## config.mk

```make
export PLATFORM = sky130hd
export DESIGN_NAME = lfsr_divider
export DESIGN_NICKNAME = d
export VERILOG_FILES = /design/src/rtl/lfsr_div_pkg.sv /design/src/rtl/lfsr_rst_sync.sv /design/src/rtl/lfsr_next.sv /design/src/rtl/lfsr_term_detect.sv /design/src/rtl/lfsr_divider.sv
export SDC_FILE = /design/constraint.sdc
export NUM_CORES = 1
export LEC_CHECK = 0
export BUFFER_PORTS_ARGS = -buffer_cell sky130_fd_sc_hd__buf_2
export CAP_MARGIN = 20
export CORE_AREA = 2 2 39 41
export DETAILED_ROUTE_END_ITERATION = 10
export DIE_AREA = 0 0 41 43
export GPL_ROUTABILITY_DRIVEN = 0
export GPL_TIMING_DRIVEN = 0
export PLACE_DENSITY_LB_ADDON = 0.3
export SLEW_MARGIN = 40
export SYNTH_ARGS = -nofsm -noshare
export SYNTH_HDL_FRONTEND = slang
export SYNTH_SLANG_ARGS = --single-unit
```

## constraint.sdc

```tcl
create_clock -name clk -period 0.8 [get_ports clk]
set_input_delay 0 -clock clk [delete_from_list [all_inputs] [get_ports clk]]
set_output_delay 0 -clock clk [all_outputs]
set_load 0.01 [all_outputs]
```

## src/rtl/lfsr_div_pkg.sv

```systemverilog
package lfsr_div_pkg;

  typedef enum logic {
    FB_MANY_TO_ONE = 1'b0,
    FB_ONE_TO_MANY = 1'b1
  } fb_style_e;

  // One step of the register, widths up to 32, for constant evaluation.
  function automatic logic [31:0] lfsr_advance(input int w, input fb_style_e sty,
                                               input logic [31:0] poly,
                                               input logic [31:0] s);
    logic [31:0] r;
    logic        fb;
    r  = '0;
    fb = 1'b0;
    if (sty == FB_ONE_TO_MANY) begin
      fb   = s[w-1];
      r[0] = fb & poly[0];
      for (int i = 1; i < 32; i++) begin
        if (i < w) r[i] = s[i-1] ^ (fb & poly[i]);
      end
    end else begin
      for (int i = 0; i < 32; i++) begin
        if ((i < w) && poly[i]) fb = fb ^ s[w-1-i];
      end
      r[0] = fb;
      for (int i = 1; i < 32; i++) begin
        if (i < w) r[i] = s[i-1];
      end
    end
    return r;
  endfunction

  // State reached n-1 steps after the all-ones start pattern.
  function automatic logic [31:0] lfsr_terminal(input int w, input fb_style_e sty,
                                                input logic [31:0] poly, input int n);
    logic [31:0] s;
    s = (w >= 32) ? 32'hFFFF_FFFF : ((32'd1 << w) - 32'd1);
    for (int k = 1; k < n; k++) s = lfsr_advance(w, sty, poly, s);
    return s;
  endfunction

endpackage

```

## src/rtl/lfsr_rst_sync.sv

```systemverilog
module lfsr_rst_sync (
  input  logic clk,
  input  logic arst_n,
  output logic rst_n_out
);
  logic [1:0] stage_q;
  logic [1:0] stage_d;

  always_comb stage_d = {stage_q[0], 1'b1};

  always_ff @(posedge clk or negedge arst_n) begin
    if (!arst_n) stage_q <= 2'b00;
    else         stage_q <= stage_d;
  end

  assign rst_n_out = stage_q[1];
endmodule

```

## src/rtl/lfsr_next.sv

```systemverilog
module lfsr_next
  import lfsr_div_pkg::*;
#(
  parameter int             W     = 4,
  parameter logic [W-1:0]   POLY  = 4'b0011,
  parameter fb_style_e      STYLE = FB_ONE_TO_MANY
) (
  input  logic [W-1:0] cur,
  output logic [W-1:0] nxt
);
  if (STYLE == FB_ONE_TO_MANY) begin : g_one_to_many
    assign nxt = {cur[W-2:0], 1'b0} ^ (cur[W-1] ? POLY : '0);
  end else begin : g_many_to_one
    logic [W-1:0] tap_rev;
    for (genvar i = 0; i < W; i++) begin : g_rev
      assign tap_rev[i] = POLY[W-1-i];
    end
    assign nxt = {cur[W-2:0], ^(cur & tap_rev)};
  end

  // a primitive step never maps a live state into the lockup state
  always_comb begin
    if (cur != '0) begin
      p_keep_nonzero_r2: assert (nxt != '0)
        else $error("nonzero state stepped to zero");
    end
  end
endmodule

```

## src/rtl/lfsr_term_detect.sv

```systemverilog
module lfsr_term_detect #(
  parameter int           W    = 4,
  parameter logic [W-1:0] TERM = '0
) (
  input  logic [W-1:0] state,
  output logic         hit,
  output logic         zero
);
  assign hit  = (state == TERM);
  assign zero = (state == '0);
endmodule

```

## src/rtl/lfsr_divider.sv

```systemverilog
module lfsr_divider
  import lfsr_div_pkg::*;
#(
  parameter int           W     = 4,
  parameter logic [W-1:0] POLY  = 4'b0011,
  parameter fb_style_e    STYLE = FB_ONE_TO_MANY,
  parameter int           DIV   = 12
) (
  input  logic         clk,
  input  logic         rst_n,
  input  logic         clr,
  input  logic         en,
  output logic [W-1:0] state,
  output logic         tc
);
  localparam logic [W-1:0] ONES = '1;
  localparam logic [W-1:0] TERM = W'(lfsr_terminal(W, STYLE, 32'(POLY), DIV));

  logic         rst_ok;
  logic [W-1:0] state_q;
  logic [W-1:0] state_d;
  logic [W-1:0] step_nxt;
  logic         at_term;
  logic         at_zero;
  logic         load_en;

  lfsr_rst_sync u_rst (
    .clk       (clk),
    .arst_n    (rst_n),
    .rst_n_out (rst_ok)
  );

  lfsr_next #(.W(W), .POLY(POLY), .STYLE(STYLE)) u_step (
    .cur (state_q),
    .nxt (step_nxt)
  );

  lfsr_term_detect #(.W(W), .TERM(TERM)) u_det (
    .state (state_q),
    .hit   (at_term),
    .zero  (at_zero)
  );

  assign load_en = clr | en;

  always_comb begin
    state_d = state_q;
    if (clr)                     state_d = ONES;
    else if (at_term || at_zero) state_d = ONES;
    else                         state_d = step_nxt;
  end

  always_ff @(posedge clk or negedge rst_ok) begin
    if (!rst_ok)      state_q <= ONES;
    else if (load_en) state_q <= state_d;
  end

  assign state = state_q;
  assign tc    = en & ~clr & at_term;

  // a terminal pulse is followed by the start pattern
  p_reload_after_tc_r4: assert property (@(posedge clk) disable iff (!rst_ok)
    tc |=> (state_q == ONES));

  // never two pulses in a row
  p_tc_single_r5: assert property (@(posedge clk) disable iff (!rst_ok)
    tc |=> !tc);

  // idle cycles keep the state
  p_hold_idle_r6: assert property (@(posedge clk) disable iff (!rst_ok)
    (!en && !clr) |=> $stable(state_q));

  // clear restarts regardless of enable
  p_clear_loads_r7: assert property (@(posedge clk) disable iff (!rst_ok)
    clr |=> (state_q == ONES));

  // lockup state escapes on an enabled edge
  p_zero_escape_r8: assert property (@(posedge clk) disable iff (!rst_ok)
    (at_zero && en) |=> (state_q == ONES));
endmodule

```

==> out/metrics.csv, run 1 <==
metric;value;unit
status;complete, but fails checks;
failing checks;setup timing;
Max-Cap Viols;0;
area growth from synthesis to layout;50.9;%
gr usage total;0.0759;
CP Launch Point;state[2];
Placed Area;343;sq um
placed insts;50;
nets@finish;48;
mux share of post-synthesis cell area;0;
crit-path cells;nand4b_1 -> nor3_2 -> buf_2;
largest net degree at the start of global routing;11;
crit path buf inv count;1;
Routed WL;606;microns
library cells used by synthesis;16;
Yosys reg bits;6;
Seq. cell area;155;sq um
minimum clock period;1.11;ns
post-synthesis compound-gate area fraction;0.186;
post-synth net total;31;
DR vias;253;
vias in the first global route;253;
critical path class;flop to primary output;
most frequent cells in the layout;6 x buf_4, 4 x dfstp_2;
endpoints failing hold;0;
Final ANT Viol Nets;0;
worst min path class;input pin to flop;
worst-skew pair later-pin latency;0.23;ns
Max Freq;0.898;GHz
Synth Area in XOR/XNOR;0;
Die X;41;microns
CP endpoint kind;primary output;
DR vias/cell;4.36;
Layout Cells excl Fill;58;
Synth Cell Area;283;sq um
Min-Delay Startpoint;clr;
CTS Buf Count;3;
sequential area share after synthesis;0.549;
Die H;43;microns
Root Driver;clkbuf_4;
PwrDens;1720;nW/um^2
Slew Limit Fails;0;
WL/cell;10.4;microns
Static Leak;0.177;nW
Reg2Reg Launch Point;state[2];
CTS tree;yes;
most common cell after layout, fill and taps aside;buf_4;
Post-Synth Adder-Cell Area;0;
Ys Warns;0;
DRT iter0 DRCs;2;
grt ovf;0;
DR DRC count;0;
I/O pins;9;
FILL cells;148;
Top delay family on crit path;flip-flops;
CP max stage cell;dfstp_2;
final core utilization;0.308;
initial antenna violation count;0;
Cells after Synth;27;
final setup margin;-0.314;ns
crit-path max FO;3;
multi-input gate area in the final layout;125;sq um
Starting Density;0.204;
final hold slack;0.0504;ns
RSZ-0062 raised after global routing;true;
Post-Synth Simple-Gate Area;0.226;
core area;1380;sq um
drt first pass iters;2;
final period utilization;1.39;
fraction of layout cells with a size suffix above 1;0.476;
total negative slack;-2.21;ns
first-pass GRT wire length;910;microns
clock skew;0.000970;ns
# clock sinks;6;
Max Root-Sink Buffers;2;
largest family of logic cells by synthesized area;simple AND/OR/NAND/NOR gates;
Req. time, crit path;0.80;ns
final instance area;427;sq um
final setup violating endpoints;9;
H-tree levels;1;
hpwl dp;417;microns
Clk pin slew, worst setup/hold paths;0.04;ns
syn avg cell area;10.5;sq um
IO Port Bufs;7;
CP Data Arrival Time;1.11;ns
max incr delay on CP;0.54;ns
crit path launch type;flop;
Antenna Diode Count;0;
Total Die Area;1760;sq um
VDD IR max;828;uV
Cell Rows;14;
-- cell usage after synthesis (all sizes together) --
master,count,area [sq um]
conb,1,3.75
o21ai,3,15.0
nand4b,1,8.76
a311o,1,10.0
nor3b,2,15.0
a211oi,2,15.0
buf,1,7.51
o21bai,1,7.51
a21oi,1,5.00
nor2b,3,18.8
dfstp,4,105
nand2,1,3.75
nor3,2,10.0
dfrtp,2,50.1
nor2,2,7.51
-- state kept, by name (all words and copies together), names as in the netlist --
signal,cells
u_rst.stage_q,2
state,4
-- report_power, final --
part           internal (W)  switching (W)
clock              0.000169      0.0000934
combinational     0.0000667      0.0000508
sequential         0.000333      0.0000226
total              0.000568       0.000167
-- routing by layer --
layer / track usage / share of wire / vias up
li1: - / - / 126
met1: 0.0759 / 0.48 / 119
met2: 0.125 / 0.46 / 8
met3: 0.0157 / 0.058 / 0
met4: 0.0600 / 0 / 0
met5: 0 / 0 / -
-- final timing paths --
kind | slack (ns) | cells after the start | to
min | 0.05 | 2 | state[1]
max reg2reg | -0.30 | 3 | state[1]
max | -0.31 | 3 | tc
min reg2reg | 0.26 | 0 | state[2]
max in group asynchronous | 0.52 | 0 | state[1]
min in group asynchronous | 0.07 | 2 | u_rst.stage_q[1]
-- cell families (layout without fill, tap and decap cells) --
group	Yosys count	in the layout
and+or+nand+nor	11	11
AOI/OAI and AO/OA	8	8
DFF	6	6
other	1	1
buffers and inverters	1	16
-- cell type report --
type / instances / share of cell area
Sequential cell: 6 / 0.364
Timing Repair Buffer: 12 / 0.226
Buffer: 1 / 0.0176
Clock buffer: 3 / 0.0528
Multi-Input combinational cell: 20 / 0.293
Tap cell: 16 / 0.0469
-- what timing repair did --
action / in CTS / in global routing
resized for setup: 2 / 2
hold endpoints to repair: 2 / 0
endpoints found under the setup margin: 9 / 9
hold buffers: 1 / 0
pin swaps: 2 / 0
buffers inserted: 3 / 1
-- stage by stage --
step / power, W / setup slack, ns
final: 0.000735 / -0.314
after global routing: 0.000783 / -0.401
after CTS: 0.000750 / -0.332
after detailed placement: 0.000441 / -0.249
after global placement: 0.000438 / -0.241
after floorplan: 0.000407 / -0.229
Power figures use the tool's default switching activity.
==> run 2: changes to the inputs <==
==> constraint.sdc (replaced) <==
create_clock -name clk -period 0.8 [get_ports clk]
set_input_delay 0.04 -clock clk [delete_from_list [all_inputs] [get_ports clk]]
set_output_delay 0.04 -clock clk [all_outputs]
set_load 0.01 [all_outputs]
==> run 2 against run 1 <==
Net effect:
- the flow still finishes with violations (setup timing)
- register-to-register slack worse by 0.04 ns
- combinational power is essentially flat
- highest routed layer unchanged
- non-clock buffer count decreased by 1
- clock skew unchanged
- wire length is 3.3% lower
- via count fell by 2.0%
==> out/metrics.csv, run 2 (synthesized netlist as in run 1, its figures left out) <==
metric;value;unit
FILL cells;151;
CP Data Arrival Time;1.11;ns
Static Leak;0.175;nW
final period utilization;1.44;
final hold slack;0.0850;ns
grt ovf;0;
VDD IR max;818;uV
Max Freq;0.870;GHz
RSZ-0062 raised after global routing;true;
part of the power in registers;0.484;
CP endpoint kind;primary output;
crit-path cells;nand4b_1 -> nor3_2 -> buf_2;
Req. time, crit path;0.76;ns
Min-Delay Startpoint;clr;
initial antenna violation count;0;
Total Die Area;1760;sq um
endpoints failing hold;0;
worst min path class;input pin to flop;
IO Port Bufs;7;
core area;1380;sq um
DRT iter0 DRCs;0;
Die H;43;microns
# clock sinks;6;
minimum clock period;1.15;ns
clock share of power;0.357;
PwrDens;1710;nW/um^2
total power;0.000735;W
vias in the first global route;242;
critical path class;flop to primary output;
first-pass GRT wire length;876;microns
Routed WL;586;microns
final setup violating endpoints;9;
CP Launch Point;state[0];
CP max stage cell;dfstp_2;
DR vias/cell;4.35;
Slew Limit Fails;0;
gr usage total;0.0739;
hpwl dp;417;microns
Power Internal;0.000567;W
Max Root-Sink Buffers;2;
most frequent cells in the layout;4 x buf_2, 4 x buf_6, 4 x dfstp_2;
Root Driver;clkbuf_4;
CTS tree;yes;
final setup margin;-0.350;ns
R2R Path End;state[1];
Antenna Diode Count;0;
fraction of layout cells with a size suffix above 1;0.512;
CTS Buf Count;3;
P_sw;0.000167;W
Cell Rows;14;
crit-path max FO;2;
Worst R2R Path Depth;5;
Hold Path Cell Cnt;2;
nets@finish;47;
Reg2Reg Launch Point;state[0];
crit path launch type;flop;
Gate power share;0.159;
I/O pins;9;
area growth from synthesis to layout;52.2;%
H-tree levels;1;
Starting Density;0.204;
DR DRC count;0;
drt first pass iters;1;
failing checks;setup timing;
Switching Share;0.228;
WL/cell;10.3;microns
largest net degree at the start of global routing;11;
hold endpoint;state[1];
Die X;41;microns
Final ANT Viol Nets;0;
Max-Cap Viols;0;
status;complete, but fails checks;
reg2reg setup slack;-0.34;ns
clock skew;0.000970;ns
worst-skew pair later-pin latency;0.23;ns
Largest register FFs;4;
max incr delay on CP;0.53;ns
Clk pin slew, worst setup/hold paths;0.04;ns
DR vias;248;
-- run 2: changes by cell type in the layout (fill, tap and decap cells not counted), sizes merged --
cell  previous run  this run
buf             12        11
-- run 2: repair_timing --
action,in CTS,in global routing
pin swaps,2,3
hold buffers,1,0
resized for setup,2,5
setup buffers,2,1
endpoints found under the hold margin,2,0
endpoints found under the setup margin,9,9
-- run 2: power by group through the flow --
stage	Sequential, W	Combinational [W]	Clock [W]
final	0.000356	0.000117	0.000262
after global routing	0.000358	0.000127	0.000299
after CTS	0.000354	0.000106	0.000284
after detailed placement	0.000366	0.0000745	0
after global placement	0.000365	0.0000733	0
after floorplan	0.000366	0.0000412	0
-- run 2: area by class of cell --
class | count | area (sq um) | share of cell area
clock buffers | 3 | 22.5 | 0.0523
flip-flops and latches | 6 | 155 | 0.360
repair buffers | 11 | 90.1 | 0.209
multi-input cells | 20 | 135 | 0.314
plain buffers | 1 | 7.51 | 0.0174
well taps | 16 | 20.0 | 0.0465
-- run 2: critical path, delay by kind of cell (launching register included) --
kind / cells / cell delay [ns]
DFF: 1 / 0.53
and+or+nand+nor: 2 / 0.21
buffers and inverters: 1 / 0.14
-- run 2: worst max-delay path by stage --
stage	endpoint	slack, ns	cells past startpoint
after floorplan	state[1]	-0.23	2
after global placement	state[1]	-0.24	2
after detailed placement	state[1]	-0.25	2
after CTS	tc	-0.37	3
after global routing	tc	-0.44	3
final	tc	-0.35	3
-- run 2: layer usage --
layer | routed length (microns) | up-vias | track usage
li1 | - | 125 | -
met1 | 286 | 115 | 0.0693
met2 | 264 | 8 | 0.125
met3 | 36 | 0 | 0.0157
met4 | 0 | 0 | 0.0600
met5 | 0 | - | 0
-- run 2: through the flow --
| stage | std cells | worst slack, ns | setup TNS (ns) | cell area, sq um | utilization |
|---|---|---|---|---|---|
| finish | 57 | -0.350 | -2.65 | 430 | 0.311 |
| global route | 57 | -0.436 | -3.10 | 430 | 0.311 |
| CTS | 56 | -0.370 | -2.46 | 403 | 0.291 |
| detailed placement | 50 | -0.249 | -1.03 | 343 | 0.248 |
| global placement | 50 | -0.241 | -0.970 | 343 | 0.248 |
| floorplan | 27 | -0.229 | -0.824 | 288 | - |
